==> src/rtl/trs_deser_pkg.sv <==
// Shared definitions for the timing-reference word framer.
package trs_deser_pkg;
    // Default geometry of the framer.
    localparam int DEF_WORD_W     = 10;
    localparam int DEF_SYNC_WORDS = 3;
    localparam int DEF_LINE_WORDS = 1716;

    // Classification of a reference found in the window this cycle.
    typedef enum logic [1:0] {
        SC_NONE    = 2'd0,
        SC_ALIGNED = 2'd1,
        SC_REALIGN = 2'd2,
        SC_IGNORED = 2'd3
    } sync_cls_e;
endpackage

==> src/rtl/trs_sync_window.sv <==
// Bit window and reference detector.
// Shifts each serial bit in at the top of a window of SYNC_WORDS words, so
// that the oldest bit sits at position 0. It flags a match when the oldest
// word is all ones and every later word is all zeros.
// Assumes the bits are already descrambled and arrive LSB first.
module trs_sync_window #(
    parameter int WORD_W     = 10,
    parameter int SYNC_WORDS = 3
) (
    input  logic              clk,
    input  logic              rst_n,
    input  logic              ser_bit,
    output logic [WORD_W-1:0] oldest_word,
    output logic              sync_hit
);
    localparam int WIN_W = WORD_W * SYNC_WORDS;

    logic [WIN_W-1:0] win;
    logic [WIN_W-1:0] pattern;

    // Reference pattern: the leading word is all ones, the rest all zeros.
    for (genvar w = 0; w < SYNC_WORDS; w++) begin : g_pat
        assign pattern[w*WORD_W +: WORD_W] = (w == 0) ? {WORD_W{1'b1}} : {WORD_W{1'b0}};
    end

    // Shift register: the newest bit enters at the top, the oldest leaves at bit 0.
    always_ff @(posedge clk) begin
        if (!rst_n) begin
            win <= '0;
        end else begin
            win <= {ser_bit, win[WIN_W-1:1]};
        end
    end

    assign oldest_word = win[WORD_W-1:0];
    assign sync_hit    = (win == pattern);
endmodule

==> src/rtl/trs_align_ctrl.sv <==
// Word-grid timing and flywheel.
// A modulo-WORD_W phase counter marks the word grid. A reference found on
// the grid is accepted. An off-grid reference moves the grid when the
// framer is unlocked, when the flywheel is off, or when a stray reference
// is already pending; otherwise it is ignored and marked pending. A word
// counter reports a missing reference after LINE_WORDS words.
// Assumes sync_hit is derived from registered window state.
module trs_align_ctrl
    import trs_deser_pkg::*;
#(
    parameter int WORD_W     = 10,
    parameter int LINE_WORDS = 1716
) (
    input  logic clk,
    input  logic rst_n,
    input  logic sync_hit,
    input  logic fly_en,
    output logic word_stb,
    output logic sync_take,
    output logic err_now
);
    localparam int PH_W  = $clog2(WORD_W);
    localparam int CNT_W = $clog2(LINE_WORDS + 1);
    localparam logic [PH_W-1:0]  PH_LAST  = PH_W'(WORD_W - 1);
    localparam logic [CNT_W-1:0] CNT_LAST = CNT_W'(LINE_WORDS - 1);

    logic [PH_W-1:0]  ph;
    logic [CNT_W-1:0] cnt;
    logic             pending;
    logic             locked;
    logic             at_bound;
    logic             miss;
    logic             off_err;
    sync_cls_e        cls;

    // Classify the reference seen this cycle against the grid and lock state.
    always_comb begin
        at_bound = (ph == PH_LAST);
        cls      = SC_NONE;
        if (sync_hit) begin
            if (at_bound) begin
                cls = SC_ALIGNED;
            end else if (!locked || !fly_en || pending) begin
                cls = SC_REALIGN;
            end else begin
                cls = SC_IGNORED;
            end
        end
    end

    assign sync_take = (cls == SC_ALIGNED) || (cls == SC_REALIGN);
    assign word_stb  = at_bound || (cls == SC_REALIGN);
    assign miss      = locked && word_stb && !sync_take && (cnt == CNT_LAST);
    assign off_err   = locked && ((cls == SC_REALIGN) || (cls == SC_IGNORED));
    assign err_now   = miss || off_err;

    // Phase counter: restarts on every word strobe.
    always_ff @(posedge clk) begin
        if (!rst_n) begin
            ph <= '0;
        end else if (word_stb) begin
            ph <= '0;
        end else begin
            ph <= ph + 1'b1;
        end
    end

    // Flywheel pending flag and lock flag.
    always_ff @(posedge clk) begin
        if (!rst_n) begin
            pending <= 1'b0;
            locked  <= 1'b0;
        end else begin
            if (sync_take) begin
                pending <= 1'b0;
                locked  <= 1'b1;
            end else if (cls == SC_IGNORED) begin
                pending <= 1'b1;
            end
        end
    end

    // Words since the last accepted reference, for the missing-reference check.
    always_ff @(posedge clk) begin
        if (!rst_n) begin
            cnt <= '0;
        end else if (sync_take) begin
            cnt <= '0;
        end else if (word_stb) begin
            cnt <= (cnt == CNT_LAST) ? '0 : cnt + 1'b1;
        end
    end
endmodule

==> src/rtl/trs_word_out.sv <==
// Output stage.
// Holds one word in a staging register, so that the output trails the
// detector by one word. This lets the hsync flip lead the reference word
// by one word period. Registers the strobe, the error pulse and the hsync
// level.
// Assumes sync_take only occurs together with word_stb.
module trs_word_out #(
    parameter int WORD_W = 10
) (
    input  logic              clk,
    input  logic              rst_n,
    input  logic              word_stb,
    input  logic              sync_take,
    input  logic              err_now,
    input  logic [WORD_W-1:0] oldest_word,
    output logic [WORD_W-1:0] par_word,
    output logic              word_vld,
    output logic              hsync,
    output logic              sync_err
);
    logic [WORD_W-1:0] stage;

    // Two-stage word pipeline advanced by the word strobe.
    always_ff @(posedge clk) begin
        if (!rst_n) begin
            stage    <= '0;
            par_word <= '0;
        end else if (word_stb) begin
            stage    <= oldest_word;
            par_word <= stage;
        end
    end

    // Registered strobe, error pulse and hsync level.
    always_ff @(posedge clk) begin
        if (!rst_n) begin
            word_vld <= 1'b0;
            sync_err <= 1'b0;
            hsync    <= 1'b0;
        end else begin
            word_vld <= word_stb;
            sync_err <= err_now;
            if (sync_take) begin
                hsync <= ~hsync;
            end
        end
    end
endmodule

==> src/rtl/trs_deser.sv <==
// Timing-reference framed serial-to-parallel converter (top).
// Connects the bit window, the grid and flywheel control and the output
// stage. It works in one clock domain, one serial bit per clock.
module trs_deser
    import trs_deser_pkg::*;
#(
    parameter int WORD_W     = DEF_WORD_W,
    parameter int SYNC_WORDS = DEF_SYNC_WORDS,
    parameter int LINE_WORDS = DEF_LINE_WORDS
) (
    input  logic              clk,
    input  logic              rst_n,
    input  logic              ser_bit,
    input  logic              fly_en,
    output logic [WORD_W-1:0] par_word,
    output logic              word_vld,
    output logic              hsync,
    output logic              sync_err
);
    logic [WORD_W-1:0] oldest_word;
    logic              sync_hit;
    logic              word_stb;
    logic              sync_take;
    logic              err_now;

    trs_sync_window #(.WORD_W(WORD_W), .SYNC_WORDS(SYNC_WORDS)) u_win (
        .clk(clk), .rst_n(rst_n), .ser_bit(ser_bit),
        .oldest_word(oldest_word), .sync_hit(sync_hit)
    );

    trs_align_ctrl #(.WORD_W(WORD_W), .LINE_WORDS(LINE_WORDS)) u_ctrl (
        .clk(clk), .rst_n(rst_n), .sync_hit(sync_hit), .fly_en(fly_en),
        .word_stb(word_stb), .sync_take(sync_take), .err_now(err_now)
    );

    trs_word_out #(.WORD_W(WORD_W)) u_out (
        .clk(clk), .rst_n(rst_n), .word_stb(word_stb), .sync_take(sync_take),
        .err_now(err_now), .oldest_word(oldest_word),
        .par_word(par_word), .word_vld(word_vld), .hsync(hsync), .sync_err(sync_err)
    );
endmodule

==> config.mk <==
export PLATFORM = sky130hd
export DESIGN_NAME = trs_deser
export DESIGN_NICKNAME = d
export VERILOG_FILES = /design/src/rtl/trs_deser_pkg.sv /design/src/rtl/trs_sync_window.sv /design/src/rtl/trs_align_ctrl.sv /design/src/rtl/trs_word_out.sv /design/src/rtl/trs_deser.sv
export SDC_FILE = /design/constraint.sdc
export NUM_CORES = 1
export LEC_CHECK = 0
export BUFFER_PORTS_ARGS = -buffer_cell sky130_fd_sc_hd__buf_2
export CAP_MARGIN = 25
export CORE_ASPECT_RATIO = 1.1
export CORE_MARGIN = 2
export CORE_UTILIZATION = 28
export DETAILED_ROUTE_END_ITERATION = 12
export PLACE_DENSITY = 0.53
export SYNTH_ARGS = -nofsm -noshare
export SYNTH_HDL_FRONTEND = slang
export SYNTH_SLANG_ARGS = --single-unit
==> constraint.sdc <==
create_clock -name clk -period 3.05 [get_ports clk]
set_input_delay 0.61 -clock clk [delete_from_list [all_inputs] [get_ports clk]]
set_output_delay 0.61 -clock clk [all_outputs]
set_load 0.02 [all_outputs]
; After elaboration in Yosys (flattened, before gate mapping)
; Index checks and enable logic that the tools add are counted.
[classes]
add_sub_neg = 2
eq_ne = 6
n_mux = 4
bitwise_logic = 2
n_reduce_logical = 15
[ops]
columns = cell, n
row1 = 30-bit by 10-bit == test with 1-bit output (second input constant), 1
row2 = 11-bit by 1-bit adder with 11-bit output (second input constant), 1
row3 = 11-bit == test (second input constant), 1
row4 = 11-bit 2-to-1 mux, 1
row5 = 1-bit logical OR, 6
row6 = 4-bit by 1-bit adder with 4-bit output (second input constant), 1
row7 = 2-bit == test (second input constant), 2
row8 = 4-bit == test (second input constant), 1
row9 = 1-bit logical AND, 4
row10 = 2-bit 2-to-1 mux, 2
row11 = 2-bit OR reduction, 2
row12 = 1-bit logical NOT, 3
row13 = 2-bit by 1-bit == test with 1-bit output (second input constant), 1
row14 = 1-bit inverter, 2
row15 = 1-bit 2-to-1 mux, 1
[word_totals]
reg_bits = 70
in_bits = 4
output_inout_bits = 13
elab_cells = 39

; Longest topological paths before layout
; Gate-level depths: netlist (run 1).
[logic_depth]
word_depth = 12
ltp_mapped = 12

; By module
; Synthesis (run 1) repeated with hierarchy kept, for this count alone.
[hier_totals]
hier_cells = 246
area_unflattened_um2 = 2677.6
[by_module_without_submodules]
columns = module, instances, cells_per_inst, area_per_inst_um2, seq_area_each_um2
row1 = trs_sync_window, 1, 84, 970.9, 600.6
row2 = trs_word_out, 1, 72, 872.1, 460.4
row3 = trs_align_ctrl, 1, 90, 834.6, 340.3

; Worst setup path before layout (run 1)
; OpenSTA, ideal clock, no wires.
[synth_path]
path_kind = register -> register
startpoint = reg u_win.win[14]
endpoint = reg u_ctrl.cnt[0]
setup_time_ns = 0.117
arrival_time_ns = 2.437
path_slack_ns = 0.495
path_stages_with_launch = 12
synth_period_minus_slack_ns = 2.555
path_cell_list = dfxtp_1 nor4b_2 nand4_1 or4_4 o21bai_1 ha_1 buf_2 or2_2 clkbuf_1 buf_2 xnor2_1 nor2_1
[synth_between]
elab_chain_len = 5
word_cells_on_any_way = 7
classes_between = eq/ne (3) / mux (1) / reduce/logical (3)
[synth_lines]
columns = element, line_no
row1 = start: declaration, trs_sync_window.sv:18  ; logic [WIN_W-1:0] win;
row2 = start signal: assignment, trs_sync_window.sv:31  ; win <= {ser_bit, win[WIN_W-1:1]};
row3 = 30-bit by 10-bit == test with 1-bit output (*), trs_sync_window.sv:36  ; assign sync_hit = (win == pattern);
row4 = 2-bit 2-to-1 mux (*), trs_align_ctrl.sv:40  ; if (sync_hit) begin
row5 = 2-bit by 1-bit == test with 1-bit output / 2-bit == test (equally long branches), "trs_align_ctrl.sv:51, trs_align_ctrl.sv:52"
row6 = 1-bit logical OR, trs_align_ctrl.sv:51  ; assign sync_take = (cls == SC_ALIGNED) || (cls == SC_REALIGN);
row7 = 2-bit OR reduction (no line), -
row8 = end signal: assignment, trs_align_ctrl.sv:90  ; cnt <= (cnt == CNT_LAST) ? '0 : cnt + 1'b1;
row9 = end: declaration, trs_align_ctrl.sv:28  ; logic [CNT_W-1:0] cnt;
; Every way passes the cells marked *; elsewhere a longest branch is shown, timed or not.
; A chain may end at the register's enable or synchronous reset.

; Final worst setup path (run 1)
[layout_path]
startpoint = reg u_win.win[24]
endpoint = reg u_ctrl.cnt[10]
; Same word-level chain as after synthesis.

==> flow_summary.json, run 1 <==
{
  "status": "complete, no violations",
  "tightestPinTransition_ns": 0.446,
  "clk_root_buffer_cell": "sky130_fd_sc_hd__clkbuf_8",
  "final_hold_vios": 0,
  "timing.max_cap.violations": 0,
  "fin_worst_skew_ns": 0.0105,
  "power.internal_mw": 1.52,
  "post_cts_resize_count": 0,
  "seq_power_share": 0.493,
  "nets": 284,
  "ant_nets": 0,
  "gp_congestion": 0.704,
  "design_power_total_mw": 1.87,
  "netSwitchingFraction": 0.188,
  "final_core_utilization": 0.338,
  "min_delay_worst_endpoint": "u_win.win[10]",
  "timing.critical_path.max_delay_family": "simple AND/OR/NAND/NOR gates",
  "antenna_violations_before_repair": 0,
  "setup.reg_to_reg.worst_slack_ns": 0.41,
  "tritoncts_clock_tree": "yes",
  "critical_path_arrival_ns": 2.91,
  "critPathCaptureType": "register",
  "crit-reg2reg-launch": "u_win.win[24]",
  "synthArstFlopShare": 0,
  "yosys_warnings": 0,
  "rsz0062_at_grt": "false",
  "slew_headroom": 0.703,
  "area.sequential_um2": 1400,
  "cp_max_stage_delay_ns": 0.56,
  "area_of_the_multi_input_gates_um2": 1070,
  "number_of_max_slew_violations_in_the_final_report": 0,
  "critical_path_buf_inv_count": 1,
  "cp_slowest_cell": "sky130_fd_sc_hd__or4_4",
  "min_path_cells": 1,
  "fillCellCount": 959,
  "number_of_buffers_added_to_fix_hold_violations_after_cts": 0,
  "core-area_um2": 8830,
  "detailedRoute.firstIterationViolations": 85,
  "groute.usage.overall": 0.0990,
  "fmax_mhz": 379,
  "numCtsBuffers": 9,
  "final_tns_setup_ns": 0,
  "grt_start_max_net_pins": 37,
  "fp-row-count": 36,
  "ir_drop_mv": 0.187,
  "path_cells": "nor4_2 -> nand4_1 -> or4_4 -> nor2_1 -> ha_1 -> buf_4 -> o2111ai_2 -> or3_1 -> a21oi_1",
  "cts.sink_count": 70,
  "worstHoldStart": "u_win.win[11]",
  "detailed_router_iteration_count_before_antenna_repair": 4,
  "net_sw_power_mw": 0.353,
  "yosys_most_used_dff": "sky130_fd_sc_hd__dfxtp_1",
  "ys_ff_latch": 70,
  "crit_path_max_fanout": 7,
  "ff2ff_path_depth": 9,
  "max-clock-path-buffers": 2,
  "floorplan.io_pins": 17,
  "grt.overflow.total": 0,
  "cts.reportedPaths.clkPinSlew_ns": 0.08,
  "synthesis.nets": 267,
  "initial_core_util": 0.288,
  "routed-via-count": 1715,
  "proportion_of_power_drawn_by_the_clock_network": 0.491,
  "synthCells": 258,
  "design.die.area_um2": 9860,
  "die_height_um": 104,
  "pwr-share-comb": 0.016,
  "timing.rr.end": "u_ctrl.cnt[10]",
  "postRouteWirelength_um": 4400,
  "portBuffers": 16,
  "wl_per_cell_um": 11.2,
  "synthToLayoutAreaGrowth_pct": 17.2,
  "synth_area_per_cell_um2": 9.85,
  "synth-seq-area-share": 0.551,
  "timing.critical_path.required_ns": 3.32,
  "wire_length_of_the_first_global_routing_pass_um": 7650,
  "timing.final.crit_period_ns": 2.64,
  "synth_enable_flop_cells": 0,
  "post-dp-hpwl_um": 2880,
  "min_period_over_period": 0.864,
  "holdCritPathClass": "register to register",
  "setup.worst_path.start_class": "register",
  "synthesis.area_um2": 2540,
  "chipWidth_um": 94.9,
  "cts_setup_buffers": 0,
  "critical_path_class": "register to register",
  "worst_skew_pair.late_latency_ns": 0.34,
  "setup_viol": 0,
  "post_route_cells_drive_above_1_share": 0.150,
  "cts_htree_levels": 3,
  "synth.distinct_cells": 36,
  "cellLeakagePower_nw": 1.19,
  "grt_pass1_vias": 1638,
  "post-route-drc-count": 0,
  "pwr_density_cell_nw_per_um2": 629,
  "num_antenna_cells": 0,
  "vias_per_cell": 4.35
}
logic make-up after synthesis:
logic type                 count (synthesis)  share of synthesized area
DFF                                       70                      0.551
buffers and inverters                     16                     0.0281
AOI/OAI and AO/OA                         38                      0.114
xor gates and xnor gates                  11                     0.0379
adders and majority gates                  5                     0.0246
and+or+nand+nor                          118                      0.245
metrics by stage:
step	setup slack [ns]	cell area (um^2)	cells	hold slack [ns]
global route	0.166	2980	394	0.471
finish	0.415	2980	394	0.445
floorplan	0.495	2540	258	0.430
global placement	0.493	2730	378	0.444
detailed placement	0.389	2730	378	0.447
CTS	0.389	2980	394	0.450
final cells by class:
class | instances | area share
sequential | 70 | 0.470
multi-input combinational | 172 | 0.359
clock buffer | 13 | 0.0533
tap | 114 | 0.0479
timing repair buffer | 20 | 0.0369
clock inverter | 3 | 0.0302
inverter | 2 | 0.00252
synthesized netlist by cell type, types with 2 or more instances:
library cell,count,area share
sky130_fd_sc_hd__dfxtp_1,70,0.55
sky130_fd_sc_hd__nand2_1,46,0.068
sky130_fd_sc_hd__and2_1,31,0.076
sky130_fd_sc_hd__a21boi_0,20,0.059
sky130_fd_sc_hd__nor2_1,17,0.025
sky130_fd_sc_hd__xor2_1,9,0.031
sky130_fd_sc_hd__clkbuf_1,7,0.010
sky130_fd_sc_hd__buf_2,6,0.012
sky130_fd_sc_hd__ha_1,5,0.025
sky130_fd_sc_hd__nand4_1,5,0.012
sky130_fd_sc_hd__a21oi_1,3,0.0059
sky130_fd_sc_hd__and4_1,3,0.010
sky130_fd_sc_hd__nor4_2,3,0.015
sky130_fd_sc_hd__o211ai_1,3,0.0089
sky130_fd_sc_hd__o21ai_0,3,0.0059
sky130_fd_sc_hd__inv_1,2,0.0030
sky130_fd_sc_hd__nand3_1,2,0.0039
sky130_fd_sc_hd__nor4_1,2,0.0049
sky130_fd_sc_hd__o2111ai_1,2,0.0069
sky130_fd_sc_hd__or3_1,2,0.0049
sky130_fd_sc_hd__xnor2_1,2,0.0069
worst max path at each step:
| stage | from | endpoint | slack [ns] | depth (start not counted) |
|---|---|---|---|---|
| 2_1_floorplan | u_win.win[14] | u_ctrl.cnt[0] | 0.50 | 11 |
| 3_3_place_gp | u_win.win[14] | u_ctrl.cnt[0] | 0.49 | 8 |
| 3_5_place_dp | u_win.win[24] | u_ctrl.cnt[10] | 0.39 | 9 |
| 4_1_cts | u_win.win[24] | u_ctrl.cnt[10] | 0.39 | 9 |
| 5_1_grt | u_win.win[16] | u_ctrl.cnt[10] | 0.17 | 9 |
| 6_report | u_win.win[24] | u_ctrl.cnt[10] | 0.41 | 9 |
worst reg2reg max path: stages, from the launching register on:
cell and delay, ns:
sky130_fd_sc_hd__dfxtp_1 0.32, sky130_fd_sc_hd__nor4_2 0.27, sky130_fd_sc_hd__nand4_1 0.14, sky130_fd_sc_hd__or4_4 0.56, sky130_fd_sc_hd__nor2_1 0.17, sky130_fd_sc_hd__ha_1 0.23, sky130_fd_sc_hd__buf_4 0.17, sky130_fd_sc_hd__o2111ai_2 0.19
sky130_fd_sc_hd__or3_1 0.38, sky130_fd_sc_hd__a21oi_1 0.15
layer usage:
metal,global-route usage,share of wire
met1,0.132,0.53
met2,0.139,0.41
met3,0.0283,0.030
met4,0.0621,0.027
met5,0,0
placed cells by master (no fill, tap or decap), drive strengths merged, types with 3 or more instances in the layout:
| master | synthesis | routed |
|---|---|---|
| xor2 | 9 | 9 |
| ha | 5 | 5 |
| a21oi | 3 | 3 |
| nor2 | 17 | 17 |
| nand2 | 46 | 46 |
| and4 | 3 | 3 |
| bufinv | 0 | 3 |
| o2111ai | 3 | 3 |
| nor4 | 5 | 5 |
| o211ai | 3 | 3 |
| nand4 | 5 | 5 |
| buf | 7 | 20 |
| o21ai | 3 | 3 |
| and2 | 32 | 32 |
| clkbuf | 7 | 13 |
| a21boi | 20 | 20 |
| dfxtp | 70 | 70 |
power groups by stage:
stage               combinational (mW)  clock [mW]  sequential (mW)
floorplan                       0.0215           0            0.944
global placement                0.0290           0            0.945
global route                    0.0339       0.983            0.924
detailed placement              0.0302           0            0.945
finish                          0.0294       0.921            0.924
CTS                             0.0302       0.943            0.924
registers in the layout, summed over array words and instances, names as in the netlist:
signal and count:
u_out.word_vld 1, u_out.par_word 10, u_ctrl.pending 1, u_ctrl.locked 1, u_out.sync_err 1, u_out.stage 10, u_ctrl.ph 4, u_out.hsync 1
u_ctrl.cnt 11, u_win.win 30
No activity file was read; power rests on OpenSTA's default activity.
==> run 2: changes to the inputs <==
Settings changed: PLACE_DENSITY 0.53 to unset, SKIP_CTS_REPAIR_TIMING set to 1.
==> run 2 against run 1 <==
  * Sequential share of layout area up 0.68 points
  * Clock skew down 0.0060 ns
  * Non-clock buffer count down 2
  * Critical path depth down 2
  * Setup slack worse by 0.079 ns
  * Final cell count down 0.51%
  * Cell area down 1.4%
  * Register-to-register slack worse by 0.08 ns
==> flow_summary.json, run 2 (synthesis gave the netlist of run 1 again) <==
{
  "crit_path_max_fanout": 23,
  "pwr_density_cell_nw_per_um2": 601,
  "rsz0062_at_grt": "false",
  "die_height_um": 104,
  "netSwitchingFraction": 0.211,
  "numCtsBuffers": 9,
  "layout_top_registers": "u_win.win x30, u_ctrl.cnt x11",
  "proportion_of_power_drawn_by_the_clock_network": 0.461,
  "seq_power_share": 0.523,
  "grt.overflow.total": 0,
  "largest_register_ffs": 30,
  "grt_start_max_net_pins": 58,
  "critPathCaptureType": "register",
  "cts.sink_count": 70,
  "detailed_router_iteration_count_before_antenna_repair": 4,
  "final_hold_vios": 0,
  "core-area_um2": 8830,
  "power.internal_mw": 1.39,
  "timing.max_cap.violations": 0,
  "final_tns_setup_ns": 0,
  "cts_htree_levels": 3,
  "final_core_utilization": 0.333,
  "synthToLayoutAreaGrowth_pct": 15.6,
  "timing.critical_path.required_ns": 3.28,
  "setup_viol": 0,
  "critical_path_class": "register to register",
  "net_sw_power_mw": 0.372,
  "max-clock-path-buffers": 2,
  "ant_nets": 0,
  "wire_length_of_the_first_global_routing_pass_um": 7610,
  "routed-via-count": 1736,
  "nets": 282,
  "setup.worst_path.start_class": "register",
  "clk_root_buffer_cell": "sky130_fd_sc_hd__clkbuf_8",
  "crit-reg2reg-launch": "u_win.win[14]",
  "status": "complete, no violations",
  "floorplan.io_pins": 17,
  "postRouteWirelength_um": 4370,
  "place_worst_setup_slack_ns": 0.289,
  "cellLeakagePower_nw": 1.16,
  "slew_headroom": 0.494,
  "fmax_mhz": 369,
  "critical_path_arrival_ns": 2.95,
  "ir_drop_mv": 0.244,
  "initial_core_util": 0.288,
  "wl_per_cell_um": 11.1,
  "post_route_cells_drive_above_1_share": 0.151,
  "post-dp-hpwl_um": 2810,
  "final_critical_path_setup_slack_ns": 0.336,
  "cts.reportedPaths.clkPinSlew_ns": 0.07,
  "number_of_max_slew_violations_in_the_final_report": 0,
  "groute.usage.overall": 0.0987,
  "chipWidth_um": 94.9,
  "critical_path.startpoint": "u_win.win[14]",
  "detailedRoute.firstIterationViolations": 96,
  "worstHoldStart": "u_win.win[10]",
  "holdCritPathClass": "register to register",
  "gp_congestion": 0.754,
  "portBuffers": 16,
  "tritoncts_clock_tree": "yes",
  "design.die.area_um2": 9860,
  "pwr-share-comb": 0.016,
  "fin_worst_skew_ns": 0.00444,
  "post-route-drc-count": 0,
  "most-common-layout-cells": "sky130_fd_sc_hd__dfxtp_1 (70), sky130_fd_sc_hd__nand2_1 (46), sky130_fd_sc_hd__and2_1 (31)",
  "min_period_over_period": 0.890,
  "vias_per_cell": 4.43,
  "grt_pass1_vias": 1647,
  "fp-row-count": 36,
  "tightestPinTransition_ns": 0.759,
  "antenna_violations_before_repair": 0,
  "timing.final.crit_period_ns": 2.71,
  "mostFrequentLayoutCell": "sky130_fd_sc_hd__dfxtp_1",
  "num_antenna_cells": 0,
  "registers.top_by_ff_count": "u_win.win",
  "worst_skew_pair.late_latency_ns": 0.34
}
-- run 2: path summary, 6_finish.rpt --
check / to / slack (ns) / depth (start not counted)
max: u_out.word_vld / 0.34 / 7
min: u_win.win[9] / 0.46 / 1
max reg2reg: u_out.word_vld / 0.34 / 7
min reg2reg: u_win.win[9] / 0.46 / 1
-- run 2: critical path: stages (launching register included) --
cell and delay [ns]:
sky130_fd_sc_hd__dfxtp_1 0.33, sky130_fd_sc_hd__nor4b_2 0.29, sky130_fd_sc_hd__nand4_1 0.15, sky130_fd_sc_hd__or4_4 0.56
sky130_fd_sc_hd__o21bai_1 0.17, sky130_fd_sc_hd__ha_1 0.33, sky130_fd_sc_hd__or2_2 0.52, sky130_fd_sc_hd__and2_1 0.25
-- run 2: final cells by class --
| type | instances | area [um^2] |
|---|---|---|
| clock inverters | 7 | 97.6 |
| repair buffers | 18 | 95.1 |
| multi-input cells | 172 | 1070 |
| fillers | 937 | 5890 |
| well taps | 114 | 143 |
| flip-flops and latches | 70 | 1400 |
| inverters | 2 | 7.51 |
| clock buffers | 9 | 124 |
-- run 2: per-layer routing --
layer / vias to the layer above / wire length (um) / global-route usage
met5: - / 0 / 0
met2: 13 / 2100 / 0.151
li1: 890 / - / -
met1: 823 / 2020 / 0.122
met4: 0 / 118 / 0.0559
met3: 10 / 132 / 0.0283
-- run 2: power by group through the flow --
stage               clock (mW)  sequential, mW  combinational (mW)
floorplan                    0           0.944              0.0215
global placement             0           0.945              0.0283
detailed placement           0           0.945              0.0290
CTS                      0.841           0.924              0.0289
global route             0.876           0.924              0.0318
finish                   0.814           0.924              0.0280
-- run 2: per-stage QoR --
stage	power (mW)	hold WS [ns]	instance area, um^2	cells
after floorplan	0.965	0.430	2540	258
after global placement	0.973	0.443	2720	376
after detailed placement	0.974	0.444	2720	376
after CTS	1.79	0.446	2940	392
after global routing	1.83	0.473	2940	392
final	1.77	0.458	2940	392
